==> src/rtl/wdt_pkg.sv <==
package wdt_pkg;

  localparam int RATE_W = 3;
  localparam int DATA_W = 8;
  localparam int SRC_N  = 3;
  localparam int RATE_MAX = (1 << RATE_W) - 1;

  localparam int SRC_IRC = 0;
  localparam int SRC_OSC = 1;
  localparam int SRC_AUX = 2;

  localparam logic [DATA_W-1:0] SVC_ARM  = 8'h55;
  localparam logic [DATA_W-1:0] SVC_FIRE = 8'hAA;

  typedef enum logic [1:0] {
    PM_RUN   = 2'b00,
    PM_PSTOP = 2'b01,
    PM_FSTOP = 2'b10,
    PM_FSTOP_ALT = 2'b11
  } pmode_e;

  // packed MSB first: clk_en is bit 5, rate is bits 2:0
  typedef struct packed {
    logic              clk_en;
    logic              sel1;
    logic              sel0;
    logic [RATE_W-1:0] rate;
  } wdt_cfg_t;

  localparam int CFG_W = $bits(wdt_cfg_t);

  function automatic int unsigned pick_source(input logic sel1, input logic sel0);
    if (sel1)      return SRC_AUX;
    else if (sel0) return SRC_OSC;
    else           return SRC_IRC;
  endfunction

endpackage

==> src/rtl/wdt_regs.sv <==
module wdt_regs
  import wdt_pkg::*;
(
  input  logic              clk,
  input  logic              rst_n,
  input  logic              wr_en,
  input  logic              wr_addr,
  input  logic [DATA_W-1:0] wr_data,
  output wdt_cfg_t          cfg,
  output logic              cfg_load,
  output logic              svc_ok,
  output logic              svc_bad
);

  wdt_cfg_t cfg_q;
  logic     armed_q;
  logic     enabled;
  logic     svc_hit;
  logic     is_arm;
  logic     is_fire;

  assign enabled  = (cfg_q.rate != '0);
  assign cfg_load = wr_en && (wr_addr == 1'b0);
  assign svc_hit  = wr_en && (wr_addr == 1'b1) && enabled;
  assign is_arm   = (wr_data == SVC_ARM);
  assign is_fire  = (wr_data == SVC_FIRE);

  assign svc_ok  = svc_hit && is_fire && armed_q;
  assign svc_bad = svc_hit && !is_fire && !is_arm;

  always_ff @(posedge clk) begin
    if (!rst_n) begin
      cfg_q <= '0;
    end else if (cfg_load) begin
      cfg_q <= wdt_cfg_t'(wr_data[CFG_W-1:0]);
    end
  end

  // arming survives only 0x55 writes; anything else on the service port disarms
  always_ff @(posedge clk) begin
    if (!rst_n) begin
      armed_q <= 1'b0;
    end else if (cfg_load) begin
      armed_q <= 1'b0;
    end else if (svc_hit) begin
      armed_q <= is_arm;
    end
  end

  assign cfg = cfg_q;

endmodule

==> src/rtl/wdt_gate.sv <==
module wdt_gate
  import wdt_pkg::*;
(
  input  logic [1:0]       mode,
  input  wdt_cfg_t         cfg,
  input  logic [SRC_N-1:0] src_tick,
  output logic             run_en,
  output logic             step
);

  logic [SRC_N-1:0] src_sel;
  logic             enabled;
  logic             mode_ok;
  int unsigned      pick;

  assign pick    = pick_source(cfg.sel1, cfg.sel0);
  assign enabled = (cfg.rate != '0);

  for (genvar g = 0; g < SRC_N; g++) begin : g_sel
    assign src_sel[g] = (pick == g);
  end

  always_comb begin
    unique case (pmode_e'(mode))
      PM_RUN:   mode_ok = 1'b1;
      PM_PSTOP: mode_ok = cfg.sel1 || (cfg.sel0 && cfg.clk_en);
      default:  mode_ok = cfg.sel1;
    endcase
  end

  assign run_en = enabled && mode_ok;
  assign step   = run_en && |(src_sel & src_tick);

endmodule

==> src/rtl/wdt_counter.sv <==
module wdt_counter
  import wdt_pkg::*;
#(
  parameter int BASE_LOG = 14,
  parameter int STEP_LOG = 2,
  localparam int CNT_W = BASE_LOG + STEP_LOG * RATE_MAX
)(
  input  logic              clk,
  input  logic              rst_n,
  input  logic [RATE_W-1:0] rate,
  input  logic              step,
  input  logic              clear,
  output logic [CNT_W-1:0]  count,
  output logic              expire
);

  logic [CNT_W-1:0] count_q;
  logic [CNT_W-1:0] last_val;
  logic [RATE_W-1:0] rate_gap;

  // limit-1 equals all ones shifted down by the unused rate steps
  assign rate_gap = RATE_W'(RATE_MAX) - rate;
  assign last_val = {CNT_W{1'b1}} >> (STEP_LOG * int'(rate_gap));
  assign expire   = step && (count_q == last_val);

  always_ff @(posedge clk) begin
    if (!rst_n) begin
      count_q <= '0;
    end else if (clear || expire) begin
      count_q <= '0;
    end else if (step) begin
      count_q <= count_q + 1'b1;
    end
  end

  assign count = count_q;

endmodule

==> src/rtl/wdt_stopgate.sv <==
module wdt_stopgate
  import wdt_pkg::*;
#(
  parameter int BASE_LOG = 14,
  parameter int STEP_LOG = 2
)(
  input  logic              clk,
  input  logic              rst_n,
  input  logic [2:0]        src_tick,
  input  logic [1:0]        mode,
  input  logic              wr_en,
  input  logic              wr_addr,
  input  logic [7:0]        wr_data,
  output logic              rst_req
);

  localparam int CNT_W = BASE_LOG + STEP_LOG * RATE_MAX;

  wdt_cfg_t         cfg;
  logic             cfg_load;
  logic             svc_ok;
  logic             svc_bad;
  logic             run_en;
  logic             step;
  logic             clear;
  logic             expire;
  logic [CNT_W-1:0] count_q;
  logic             req_q;

  wdt_regs u_regs (
    .clk      (clk),
    .rst_n    (rst_n),
    .wr_en    (wr_en),
    .wr_addr  (wr_addr),
    .wr_data  (wr_data),
    .cfg      (cfg),
    .cfg_load (cfg_load),
    .svc_ok   (svc_ok),
    .svc_bad  (svc_bad)
  );

  wdt_gate u_gate (
    .mode     (mode),
    .cfg      (cfg),
    .src_tick (src_tick),
    .run_en   (run_en),
    .step     (step)
  );

  assign clear = cfg_load || svc_ok;

  wdt_counter #(
    .BASE_LOG (BASE_LOG),
    .STEP_LOG (STEP_LOG)
  ) u_cnt (
    .clk    (clk),
    .rst_n  (rst_n),
    .rate   (cfg.rate),
    .step   (step),
    .clear  (clear),
    .count  (count_q),
    .expire (expire)
  );

  // one-cycle request; a cause arriving while high folds into the same pulse
  always_ff @(posedge clk) begin
    if (!rst_n) begin
      req_q <= 1'b0;
    end else begin
      req_q <= (expire || svc_bad) && !req_q;
    end
  end

  assign rst_req = req_q;

endmodule

==> config.mk <==
export PLATFORM = sky130hd
export DESIGN_NAME = wdt_stopgate
export DESIGN_NICKNAME = d
export VERILOG_FILES = /design/src/rtl/wdt_pkg.sv /design/src/rtl/wdt_regs.sv /design/src/rtl/wdt_gate.sv /design/src/rtl/wdt_counter.sv /design/src/rtl/wdt_stopgate.sv
export SDC_FILE = /design/constraint.sdc
export NUM_CORES = 1
export LEC_CHECK = 0
export BUFFER_PORTS_ARGS = -buffer_cell sky130_fd_sc_hd__buf_2
export CAP_MARGIN = 5
export CORE_AREA = 2 2 75 77
export DETAILED_ROUTE_END_ITERATION = 16
export DIE_AREA = 0 0 77 79
export SLEW_MARGIN = 10
export SYNTH_ARGS = -nofsm -noshare
export SYNTH_HDL_FRONTEND = slang
export SYNTH_SLANG_ARGS = --single-unit
==> constraint.sdc <==
create_clock -name clk -period 2.5 [get_ports clk]
set_clock_uncertainty 0.1 [all_clocks]
set_input_delay 0.5 -clock clk [delete_from_list [all_inputs] [get_ports clk]]
set_output_delay 0.5 -clock clk [all_outputs]
set_load 0.005 [all_outputs]
Yosys cells after proc, flatten, opt, wreduce, memory -nomap -nowiden
Cells that the tools add are included.
- flip-flop bits (word level): 36
- latch bits: 0
- memory bits (writable): 0
- ROM bits: 0
- bits of input ports: 17
- word-level logic and storage cells: 47
- memories: 0
- $add $sub $neg: 2
- multiply operators: 0
- divide/modulo/power cells: 0
- magnitude comparators: 0
- eq/ne operators: 6
- shift operators: 1
- muxes and demuxes: 3
- bitwise gates (word level): 3
- reductions and logical operators: 25
- operators by type and width (kind ; number):
    $eq A32 B1 Y1 const B ; 1
    $eq A32 B2 Y1 const B ; 1
    $logic_not A32 Y1 ; 1
    $mux W32 ; 1
    $add A28 B1 Y28 const B ; 1
    $eq A28 B28 Y1 ; 1
    $shr A28 B4 Y28 const A ; 1
    $logic_and A1 B1 Y1 ; 12
    $eq A8 B7 Y1 const B ; 1
    $eq A8 B8 Y1 const B ; 1
    $logic_or A1 B1 Y1 ; 4
    $reduce_or A2 Y1 ; 2
    $and A3 B3 Y3 ; 1
    $logic_not A1 Y1 ; 3
    $reduce_bool A3 Y1 ; 1
    $reduce_or A3 Y1 ; 1
    $sub A3 B3 Y3 const A ; 1
    $eq A2 B1 Y1 const B ; 1
    $logic_not A2 Y1 ; 1
    $not A1 Y1 ; 2
    $pmux W1 S2 ; 1
    $mux W1 ; 1

Logic depth before layout (Yosys ltp)
Gate-level depths: netlist of the first run.
- depth after elaboration: 9
- gate-level depth with buffers: 8
- mapped depth without buffers: 5

By module
Synthesis of the first run repeated with hierarchy kept, for this count alone.
- cell total of the unflattened synthesis: 228
- area, all modules: 2001.9 um^2
- by module, submodules not included (module ; times used ; cells each ; area an instance (um^2) ; sequential area each (um^2)):
    wdt_counter ; 1 ; 181 ; 1536.5 ; 560.5
    wdt_regs ; 1 ; 34 ; 362.8 ; 140.1
    wdt_gate ; 1 ; 9 ; 60.1 ; 0.0
    wdt_stopgate ; 1 ; 4 ; 42.5 ; 20.0

Worst setup path before layout of the first run
No wires, ideal clock.
- path type: reg2reg
- start point: register u_regs.cfg_q (netlist bit u_regs.cfg[2])
- end point: register u_cnt.count_q[0] (netlist: u_cnt.count[0])
- data arrival time: 1.823 ns
- data required time: 2.265 ns
- path slack: 0.442 ns
- stages on the path, launching flop included: 9
- buffers on the path: 3
- cell sequence: dfxtp_1 -> buf_2 -> or3_2 -> o22ai_1 -> o221ai_1 -> nor4_2 -> buf_4 -> buf_4 -> a211oi_1
- longest elaborated chain between the ends: 7
- RTL lines (what ; RTL line ; RTL):
    start: declaration ; wdt_regs.sv:15 ; wdt_cfg_t cfg_q;
    start signal: assignment ; wdt_regs.sv:35 ; cfg_q <= wdt_cfg_t'(wr_data[CFG_W-1:0]);
    parallel branches: the longest is 7 deep, another holds $sub A3 B3 Y3 ; n/a ;
    end signal: assignment ; wdt_counter.sv:32 ; count_q <= count_q + 1'b1;
    end: declaration ; wdt_counter.sv:17 ; logic [CNT_W-1:0] count_q;
Several ways; the timed one is not identified.
A chain may end at the register's enable or synchronous reset.

Worst setup path after layout of the first run
- start point: register u_regs.cfg_q (netlist bit u_regs.cfg[1])
- end point: register u_cnt.count_q[24] (netlist: u_cnt.count[24])
Same word-level chain as after synthesis.

==> out/metrics.csv, run 1 <==
stage;metric;value;unit
outcome;status;completed;
clocking;clkSinkCount;36;
min_path;min_path_cells;3;
synth;synth-seq-cells;36;
grt;grt_max_degree;29;
die;rows;27;
synth;synth_top_area_share;0.354;
timing;final.setup.tns;0;ns
run;max_cap_violations;0;
clocking;path_clk_slew;0.08;ns
min_path;min_to;u_regs.cfg[5]$_SDFFE_PN0P_;
clocking;post_cts_buffers;0;
routing;wl_per_cell;13.2;um
setup_path;r2r-start;u_regs.cfg[1]$_SDFFE_PN0P_;
die;die_area;0.00608;mm2
synth;synth_top_area_cell;dfxtp_1;
grt;grt-ovfl-total;0;
die;coreArea;0.00534;mm2
power;leakage;0.000721;uW
layout;final_nets;275;
clocking;cts_root_buffer;clkbuf_8;
setup_path;required;2.60;ns
die;fp.dieH;79;um
synth;netlist_area;0.00204;mm2
timing;setup_viol;0;
timing;fin_crit;2.25;ns
routing;first_pass_iters;4;
clocking;htreeDepth;2;
setup_path;cp-end-kind;flop;
setup_path;rrSetupSlack;0.25;ns
synth;synth_edf_count;0;
synth;syn_nets;258;
die;start_util;0.382;
setup_path;arrival;2.34;ns
grt;antenna_found_initial;0;
timing;worstMarginPinSlew;0.439;ns
synth;syn_avg_cell_area;8.49;um2
setup_path;critPathLaunchType;flop;
setup_path;crit_fanout;26;
clocking;clk_latency;0.29;ns
setup_path;crit_type;reg -> reg;
synth;yosysWarnings;0;
setup_path;r2r_end;u_cnt.count[24]$_SDFFE_PP0P_;
min_path;holdCritStartpoint;wr_data[5];
placed_design;dpl.hpwl;2970;um
timing;finalCritPeriodShare;0.899;
synth;syn_inst;240;
timing;rsz0062_at_grt;false;
clocking;cts_hold_buf;0;
min_path;hold_path.class;in -> reg;
placed_design;dp_cells;322;
placed_design;gp_congestion;0.752;
routing;drcViolationCount;0;
grt;grt_pass1_vias;1637;
layout;layout_common_cells;36 x dfxtp_1, 26 x a211oi_1, 20 x o21ai_0, 19 x or3_1, 18 x nand2_1;
clocking;clk_path_buf_depth;2;
routing;drt_wl_total;4350;um
die;die_x;77;um
timing;hold_viol;0;
layout;antenna_cells;0;
routing;num_vias;1839;
routing;viasPerCell;5.57;
layout;area_delta_synth_final;15.8;%
synth;synthArstFlopShare;0;
timing;relSlewSlack;0.706;
layout;layout_commonest_cell;dfxtp_1;
synth;synth.top_cells.by_area;dfxtp_1 35%, a211oi_1 9.6%, or3_1 5.8%;
synth;yosysUniqueCellTypes;46;
placed_design;port_buffers;17;
layout;fin_cells;330;
layout;n_fill_cell;568;
synth;synth-main-ff-cell;dfxtp_1;
clocking;cts-resized-gates;0;
power;peakVddDrop;0.443;mV
clocking;cts_made_buffers;5;
grt;track_usage;0.149;
power;p_total;1180;uW
layout;layout-drive-gt1-share;0.171;
synth;yosysSeqAreaShare;0.354;
routing;drt_iter0_drc;55;
die;boundaryPins;18;
grt;grt_first_pass_wirelength;7360;um
routing;postRouteAntennaNets;0;
clocking;cts_tree;built;
timing;whs;0.396;ns
setup_path;ff2ff_path_depth;6;
power;power.density;499;mW/mm2
timing;fmax;445;MHz
timing;final_max_slew_viol_count;0;
routing by layer:
metal | routed length [um] | GRT usage | vias up
li1 | - | - | 972
met2 | 1920 | 0.245 | 21
met4 | 34 | 0.0429 | 0
met3 | 106 | 0.0341 | 4
met1 | 2290 | 0.196 | 842
met5 | 0 | 0 | -
flip-flops by register name, summed over array words and instances (netlist names):
| register | flops |
|---|---|
| rst_req | 1 |
| u_cnt.count | 28 |
| u_regs.cfg | 6 |
| u_regs.armed_q | 1 |
per-stage QoR:
| step | setup WS (ns) | instance area [um2] | utilization |
|---|---|---|---|
| floorplan | 0.442 | 2040 | - |
| global placement | 0.325 | 2250 | 0.421 |
| detailed placement | 0.295 | 2250 | 0.421 |
| CTS | 0.272 | 2360 | 0.442 |
| global route | 0.129 | 2360 | 0.442 |
| finish | 0.253 | 2360 | 0.442 |
area by class of cell:
| cell class | count | area (um2) | share of cell area |
|---|---|---|---|
| repair buffers | 25 | 183 | 0.0775 |
| clock buffers | 5 | 68.8 | 0.0292 |
| flip-flops and latches | 36 | 721 | 0.306 |
| well taps | 72 | 90.1 | 0.0382 |
| inverters | 4 | 15.0 | 0.00637 |
| multi-input cells | 185 | 1240 | 0.525 |
| clock inverters | 3 | 42.5 | 0.0180 |
cell usage after synthesis (all sizes together), types with 2 or more instances:
cell type	count
nor4	3
a21boi	3
o31ai	10
nand2b	2
a21oi	5
mux2i	7
nand4	5
or4	11
o21ai	20
nor3	7
dfxtp	36
inv	4
nand2	18
a211oi	27
buf	8
nor4bb	4
or2	2
clkbuf	7
nand3	10
or3	21
nor2b	7
nor2	8
worst max-delay path, stage by stage, from the launching register on:
cell and delay [ns]:
dfxtp_1 0.52, nor3_2 0.14, nor4b_1 0.36, a21oi_2 0.13
buf_12 0.17, or4_1 0.48, a211oi_1 0.25
worst max-delay path by stage:
stage / start / to / cells past startpoint / slack (ns)
final: u_regs.cfg[1]$_SDFFE_PN0P_ / u_cnt.count[24]$_SDFFE_PP0P_ / 6 / 0.25
after global routing: u_cnt.count[6]$_SDFFE_PP0P_ / u_cnt.count[27]$_SDFFE_PP0P_ / 5 / 0.13
after CTS: u_cnt.count[6]$_SDFFE_PP0P_ / u_cnt.count[27]$_SDFFE_PP0P_ / 5 / 0.27
after detailed placement: u_cnt.count[3]$_SDFFE_PP0P_ / u_cnt.count[27]$_SDFFE_PP0P_ / 5 / 0.29
after global placement: u_cnt.count[3]$_SDFFE_PP0P_ / u_cnt.count[27]$_SDFFE_PP0P_ / 5 / 0.33
after floorplan: u_regs.cfg[2]$_SDFFE_PN0P_ / u_cnt.count[0]$_SDFFE_PP0P_ / 8 / 0.44
cells by family (layout without fill, tap and decap cells):
family                   count (synthesis)  in the layout  synth area share
AO/OA/AOI/OAI                           73             73             0.250
XOR/XNOR                                 1              1           0.00430
adder cells (fa/ha/maj)                  1              1           0.00614
buffers and inverters                   19             37            0.0424
flip-flops                              36             36             0.354
multiplexers                             7              7            0.0344
AND/OR/NAND/NOR                        103            103             0.309
report_power, final:
group          total (uW)  switching, uW  leakage [uW]  internal [uW]
logic                78.6           42.3      0.000376           36.3
clock network         511            216     0.0000541            295
registers             588           8.15      0.000291            579
(Power assumes the default switching activity.)
==> run 2: changes to the inputs <==
--- a/config.mk
+++ b/config.mk
@@ -7,9 +7,9 @@
 export LEC_CHECK = 0
 export BUFFER_PORTS_ARGS = -buffer_cell sky130_fd_sc_hd__buf_2
 export CAP_MARGIN = 5
-export CORE_AREA = 2 2 75 77
+export CORE_AREA = 4 4 77 79
 export DETAILED_ROUTE_END_ITERATION = 16
-export DIE_AREA = 0 0 77 79
+export DIE_AREA = 0 0 81 83
 export SLEW_MARGIN = 10
 export SYNTH_ARGS = -nofsm -noshare
 export SYNTH_HDL_FRONTEND = slang
==> out/metrics.csv, run 2 (synthesized netlist as in run 1, its figures left out) <==
stage;metric;value;unit
layout;layout_commonest_cell;dfxtp_1;
timing;finalCritPeriodShare;0.902;
power;power.density;502;mW/mm2
clocking;cts_made_buffers;5;
timing;final_max_slew_viol_count;0;
setup_path;crit_chain;nand4_2 -> or3_4 -> or3_1 -> or3_1 -> a211oi_2;
die;boundaryPins;18;
timing;final.setup.tns;0;ns
placed_design;dp_slack;0.223;ns
grt;grt_first_pass_wirelength;7460;um
placed_design;port_buffers;17;
layout;fin_cells;331;
timing;rsz0062_at_grt;false;
clocking;cts_tree;built;
setup_path;cp-end-kind;flop;
setup_path;crit_fanout;22;
grt;track_usage;0.137;
grt;grt_pass1_vias;1566;
timing;worstMarginPinSlew;0.615;ns
timing;fin_crit;2.26;ns
setup_path;critPathLaunchType;flop;
clocking;path_clk_slew;0.08;ns
routing;drt_wl_total;4440;um
routing;first_pass_iters;4;
setup_path;crit_slowest_cell;or3_4;
setup_path;required;2.61;ns
die;coreArea;0.00534;mm2
setup_path;cpLargestDelayFamily;simple AND/OR/NAND/NOR gates;
routing;drt_iter0_drc;129;
routing;num_vias;1903;
timing;fmax;443;MHz
placed_design;dpl.hpwl;3070;um
setup_path;arrival;2.36;ns
layout;layout-drive-gt1-share;0.170;
setup_path;path_buf_inv;0;
setup_path;slowest_delay;0.53;ns
clocking;clk_latency;0.29;ns
layout;largest_reg_flops;28;
die;start_util;0.382;
placed_design;gp_congestion;0.777;
clocking;clk_path_buf_depth;2;
routing;postRouteAntennaNets;0;
setup_path;crit_type;reg -> reg;
timing;worst_slack;0.245;ns
die;rows;27;
timing;relSlewSlack;0.590;
clocking;clkSinkCount;36;
die;die_area;0.00672;mm2
outcome;status;completed;
power;peakVddDrop;0.280;mV
grt;grt_max_degree;29;
die;fp.dieH;83;um
grt;grt-ovfl-total;0;
clocking;cts_hold_buf;0;
placed_design;dp_cells;323;
layout;layout_common_cells;36 x dfxtp_1, 26 x a211oi_1, 20 x o21ai_0, 19 x or3_1, 18 x nand2_1;
min_path;hold_path.class;reg -> reg;
routing;drcViolationCount;0;
routing;viasPerCell;5.75;
power;leakage;0.000718;uW
clocking;cts_root_buffer;clkbuf_8;
routing;wl_per_cell;13.4;um
clocking;post_cts_buffers;0;
timing;hold_viol;0;
timing;setup_viol;0;
clocking;htreeDepth;2;
setup_path;crit_top_cell;or3_1;
layout;area_delta_synth_final;14.7;%
layout;final_nets;276;
clocking;cts-resized-gates;0;
layout;n_fill_cell;549;
grt;antenna_found_initial;0;
layout;antenna_cells;0;
die;die_x;81;um
run;max_cap_violations;0;
run 2: tightest hold or removal path: stages, from the launching register on:
cell      delay (ns)
dfxtp_1         0.32
o31ai_1         0.06
a211oi_1        0.06
run 2: per-layer routing:
metal,share of wire,vias up,global-route usage
li1,-,979,-
met1,0.51,901,0.196
met2,0.45,21,0.200
met3,0.025,2,0.0325
met4,0.0068,0,0.0461
met5,0,-,0
run 2: area by class of cell:
type	instances	area, um2	share of cell area
sequential	36	721	0.308
timing repair buffer	26	165	0.0707
inverter	4	15.0	0.00642
clock buffer	6	72.6	0.0310
multi-input combinational	185	1240	0.530
clock inverter	2	35.0	0.0150
tap	72	90.1	0.0385
run 2: where the power goes:
group,internal [uW],leakage (uW),switching (uW)
clock,296,0.0000552,209
combinational,37.6,0.000372,42.9
sequential,580,0.000291,9.20
run 2: worst paths after layout:
kind / startpoint / to / slack, ns / cells after the start
max: u_cnt.count[3]$_SDFFE_PP0P_ / u_cnt.count[27]$_SDFFE_PP0P_ / 0.24 / 5
min: u_cnt.count[13]$_SDFFE_PP0P_ / u_cnt.count[13]$_SDFFE_PP0P_ / 0.40 / 2
max reg2reg: u_cnt.count[3]$_SDFFE_PP0P_ / u_cnt.count[27]$_SDFFE_PP0P_ / 0.24 / 5
min reg2reg: u_cnt.count[13]$_SDFFE_PP0P_ / u_cnt.count[13]$_SDFFE_PP0P_ / 0.40 / 2
run 2: stage by stage:
step / total power (uW) / instance area, um2 / util / hold slack, ns
2_1_floorplan: 649 / 2040 / - / 0.360
3_3_place_gp: 682 / 2230 / 0.418 / 0.386
3_5_place_dp: 683 / 2230 / 0.418 / 0.386
4_1_cts: 1190 / 2340 / 0.438 / 0.396
5_1_grt: 1220 / 2340 / 0.438 / 0.419
6_report: 1170 / 2340 / 0.438 / 0.396
